===== src/rtl/mva_group_seq.sv =====
module mva_group_seq #(
  parameter int VL_BITS = 512,
  localparam int ROWS = VL_BITS / 8,
  localparam int ROW_W = $clog2(ROWS),
  localparam int ELEMS = VL_BITS / 16
) (
  input  logic             clk,
  input  logic             rst_n,
  input  logic             feat_en,
  input  logic             start,
  input  logic             four_grp,
  input  logic [1:0]       base_sel,
  input  logic [31:0]      base_val,
  input  logic [2:0]       imm_off,
  input  logic [4:0]       src_a_sel,
  input  logic [3:0]       src_b_sel,
  output logic [4:0]       base_idx,
  output logic             busy,
  output logic             acc_rd_en,
  output logic [4:0]       rd_a_idx,
  output logic [4:0]       rd_b_idx,
  output logic [ROW_W-1:0] acc_row,
  output logic             acc_wr_en,
  output logic [ROW_W-1:0] wr_row,
  output logic [ELEMS-1:0] lane_we,
  output logic             done,
  output logic             undef
);
  localparam logic [ROW_W-1:0] STRIDE2 = ROW_W'(ROWS / 2);
  localparam logic [ROW_W-1:0] STRIDE4 = ROW_W'(ROWS / 4);

  initial begin
    p_vl_legal_r3: assert (VL_BITS >= 128 && VL_BITS <= 2048 && (VL_BITS & (VL_BITS - 1)) == 0)
      else $error("VL_BITS must be a power of two in 128..2048");
  end

  logic             four_q;
  logic [1:0]       step;
  logic [31:0]      sum;
  logic [ROW_W-1:0] stride_in, stride_q, first_row;
  logic             launch, last_step;

  assign base_idx  = {3'b010, base_sel};
  assign launch    = start && !busy && !acc_wr_en;
  assign stride_in = four_grp ? STRIDE4 : STRIDE2;
  assign stride_q  = four_q ? STRIDE4 : STRIDE2;
  assign sum       = base_val + {29'd0, imm_off};
  assign first_row = sum[ROW_W-1:0] & (stride_in - 1'b1);
  assign last_step = step == (four_q ? 2'd3 : 2'd1);
  assign acc_rd_en = busy;
  assign lane_we   = {ELEMS{acc_wr_en}};

  always_ff @(posedge clk) begin
    if (!rst_n) begin
      busy      <= 1'b0;
      four_q    <= 1'b0;
      step      <= 2'd0;
      acc_row   <= '0;
      rd_a_idx  <= '0;
      rd_b_idx  <= '0;
      acc_wr_en <= 1'b0;
      wr_row    <= '0;
      done      <= 1'b0;
      undef     <= 1'b0;
    end else begin
      acc_wr_en <= busy;
      wr_row    <= acc_row;
      done      <= acc_wr_en && !busy;
      undef     <= 1'b0;
      if (launch) begin
        if (feat_en) begin
          busy     <= 1'b1;
          four_q   <= four_grp;
          step     <= 2'd0;
          acc_row  <= first_row;
          rd_a_idx <= src_a_sel;
          rd_b_idx <= {1'b0, src_b_sel};
        end else begin
          undef <= 1'b1;
        end
      end else if (busy) begin
        step     <= step + 2'd1;
        acc_row  <= acc_row + stride_q;
        rd_a_idx <= rd_a_idx + 5'd1;
        if (last_step) busy <= 1'b0;
      end
    end
  end

  p_row_stride_r4: assert property (@(posedge clk) disable iff (!rst_n)
    busy && $past(busy) |-> acc_row == $past(acc_row) + stride_q);
  p_srca_step_r5: assert property (@(posedge clk) disable iff (!rst_n)
    busy && $past(busy) |-> rd_a_idx == $past(rd_a_idx) + 5'd1);
  p_srcb_hold_r6: assert property (@(posedge clk) disable iff (!rst_n)
    busy && $past(busy) |-> $stable(rd_b_idx) && !rd_b_idx[4]);
  p_wr_follows_rd_r7: assert property (@(posedge clk) disable iff (!rst_n)
    acc_wr_en |-> $past(acc_rd_en) && wr_row == $past(acc_row) && (&lane_we));
  p_rd_then_wr_r7: assert property (@(posedge clk) disable iff (!rst_n)
    acc_rd_en |=> acc_wr_en);
  p_done_after_wr_r8: assert property (@(posedge clk) disable iff (!rst_n)
    done |-> $past(acc_wr_en) && !acc_wr_en && !busy);
  p_undef_quiet_r9: assert property (@(posedge clk) disable iff (!rst_n)
    undef |-> !busy && !acc_wr_en && !done);
  p_run_len_r2: assert property (@(posedge clk) disable iff (!rst_n)
    $rose(busy) |=> busy);
endmodule


===== config.mk =====
export PLATFORM = sky130hd
export DESIGN_NAME = mva_group_seq
export DESIGN_NICKNAME = d
export VERILOG_FILES = /design/src/rtl/mva_group_seq.sv
export SDC_FILE = /design/constraint.sdc
export NUM_CORES = 1
export LEC_CHECK = 0
export ABC_AREA = 1
export CAP_MARGIN = 0
export CORE_MARGIN = 1
export CORE_UTILIZATION = 37
export DETAILED_ROUTE_END_ITERATION = 10
export HOLD_SLACK_MARGIN = 0.03
export PLACE_DENSITY = 0.85
export SLEW_MARGIN = 20
export SYNTH_ARGS = -nofsm -noshare
export SYNTH_HDL_FRONTEND = slang
export SYNTH_SLANG_ARGS = --single-unit

===== constraint.sdc =====
create_clock -name clk -period 2.88 [get_ports clk]
set_input_delay 0.576 -clock clk [delete_from_list [all_inputs] [get_ports clk]]
set_output_delay 0.576 -clock clk [all_outputs]
set_load 0.005 [all_outputs]

==> out/qor.yml <==
path_cells: "buf_4, clkdlybuf4s50_1"
synth_area_um2: 1600
clkSinkCount: 28
die_height_um: 67.8
cp_slowest_cell: "clkdlybuf4s50_1"
n_antenna_cell: 0
dp_hpwl_um: 2520
yosysWarningCount: 0
reg2reg_depth: 8
maxSlewViolCount: 0
wl_per_cell_um: 10.9
cellPowerDensity_nw_per_um2: 412
grt_max_degree: 30
hold_viol: 0
layout-drive-gt1-share_pct: 7.23
vias_per_cell: 4.61
start_kind: "register"
setup_viol: 0
maxCapViolCount: 0
skew_ns: 0.00750
layout_common_cells: "79 x clkdlybuf4s50_1, 32 x nand2_1, 28 x dfxtp_1"
syn_area_per_cell_um2: 7.88
nets: 307
htreeDepth: 1
hp-class: "reg -> reg"
slowest_delay_ns: 0.55
grt_usage_pct: 15.1
cts_made_buffers: 3
core_um2: 4090
max_freq_ghz: 0.473
wirelength_um: 3260
outcome: "completed"
peakVddDrop_mv: 0.253
port_buffers: 79
yosysSeqAreaShare_pct: 35.0
async_flop_share_pct: 0
cts_buffer_depth: 2
crit_path_start: "acc_wr_en"
worst-path-max-fanout: 29
rsz0062_at_grt: "no"
tns_ns: 0
cts_tree: "done"
drc: 0
fillers: 380
ioPinCount: 115
fin_util_pct: 54.4
crit_path_end: "lane_we[6]"
synth.top_cell.area_share_pct: 35.0
path_class: "reg -> out"
finalCritPeriodShare_pct: 73.5
synth-main-ff-cell: "dfxtp_1"
grt_pass1_vias: 1215
worstSkewPairLatency_ns: 0.27
start_util_pct: 39.2
via_count: 1378
synth_edf_count: 0
r2r-end: "step[1]"
dr.pass1.iters: 5
holdBufCountCts: 0
multi_input_area_um2: 634
ys_ff_latch: 28
yosys.area.top_type: "dfxtp_1"
dieArea_um2: 4590
synth_area_leaders: "dfxtp_1 35%, buf_4 19%, nand2_1 7.5%"
grt_pass1_wl_um: 5200
synthCells: 203
ff2ff_setup_slack_ns: 1.58
die_w_um: 67.8
areaGrowthSynthToFinish_pct: 38.9
seqCellArea_um2: 561
grt-ovfl-total: 0
cts_setup_buffers: 0
cts_resized: 0
final_common_cell: "clkdlybuf4s50_1"
globalplace.congestion: 0.776
leakagePower_nw: 0.978
cp.arrival_ns: 1.54
reg2reg_from: "acc_wr_en"
ys_types: 31
antenna_found_initial: 0
clkSlewWorstSetupHoldPaths_ns: 0.09
period_minus_slack_ns: 2.12
cp-end-kind: "output pin"
cp.required_ns: 2.30
fp-row-count: 23
ant_nets: 0
drtIter0Drc: 48
cts_root_buf: "clkbuf_8"
==> registers in the layout, summed over array words and instances (netlist names) <==
| signal | cells |
|---|---|
| rd_b_idx | 4 |
| step | 2 |
| acc_wr_en | 1 |
| undef | 1 |
| acc_row | 6 |
| rd_a_idx | 5 |
| acc_rd_en | 1 |
| wr_row | 6 |
| four_q | 1 |
| done | 1 |
==> critical path, delay by kind of cell (launching register included) <==
family / cells / cell delay [ns]
buffers and inverters: 2 / 0.83
flip-flops: 1 / 0.43
==> synthesized netlist by cell type, drive strengths merged, types with 2 or more instances <==
cell   instances
nor2          17
a21oi         11
xnor2          2
inv           24
conb           2
buf           41
nand3         13
o21ai         13
nand4          2
ha             5
nand2         34
nor3           2
dfxtp         28
==> power breakdown <==
part	internal [mW]	switching, mW	total [mW]
sequential	0.415	0.0211	0.436
clock	0.122	0.114	0.237
combinational	0.142	0.102	0.244
total	0.679	0.237	0.916
==> through the flow <==
stage	std cells	hold slack, ns	setup slack [ns]	instance area [um^2]	power, mW
final	299	0.445	0.764	2220	0.916
after CTS	299	0.451	0.721	2220	0.930
after global routing	299	0.473	0.624	2220	0.974
after detailed placement	295	0.446	0.737	2170	0.689
after global placement	295	0.435	0.772	2170	0.684
after floorplan	205	0.441	1.18	1610	0.581
==> kinds of logic (layout without fill, tap and decap cells) <==
group / Yosys count / in the layout / share of synthesized area (%)
xor+xnor: 2 / 2 / 1.09
buf+inv: 66 / 110 / 25.8
compound gates: 28 / 28 / 9.54
mux: 1 / 1 / 0.626
fa+ha+maj: 6 / 6 / 5.16
simple gates: 70 / 70 / 22.3
other cells: 2 / 4 / 0.469
flops: 28 / 28 / 35.0
==> routing by layer <==
layer	global-route usage [%]	vias to the layer above	share of wire (%)
met2	27.6	63	49
met3	4.39	4	8.4
met5	0	-	0
met1	16.1	609	41
met4	5.59	0	1.6
li1	-	702	-
==> worst min-delay path by stage <==
stage	endpoint	cells past startpoint	start
floorplan	step[1]	3	step[1]
global route	wr_row[1]	2	acc_row[1]
CTS	wr_row[1]	2	acc_row[1]
detailed placement	wr_row[1]	2	acc_row[1]
global placement	wr_row[1]	2	acc_row[1]
finish	wr_row[1]	2	acc_row[1]
==> area by class of cell <==
| type | count | share of cell area (%) |
|---|---|---|
| repair buffers | 82 | 36.6 |
| multi-input cells | 111 | 28.5 |
| flip-flops and latches | 28 | 25.2 |
| inverters | 24 | 4.39 |
| well taps | 50 | 2.81 |
| clock buffers | 4 | 2.48 |
(Power assumes the default switching activity.)
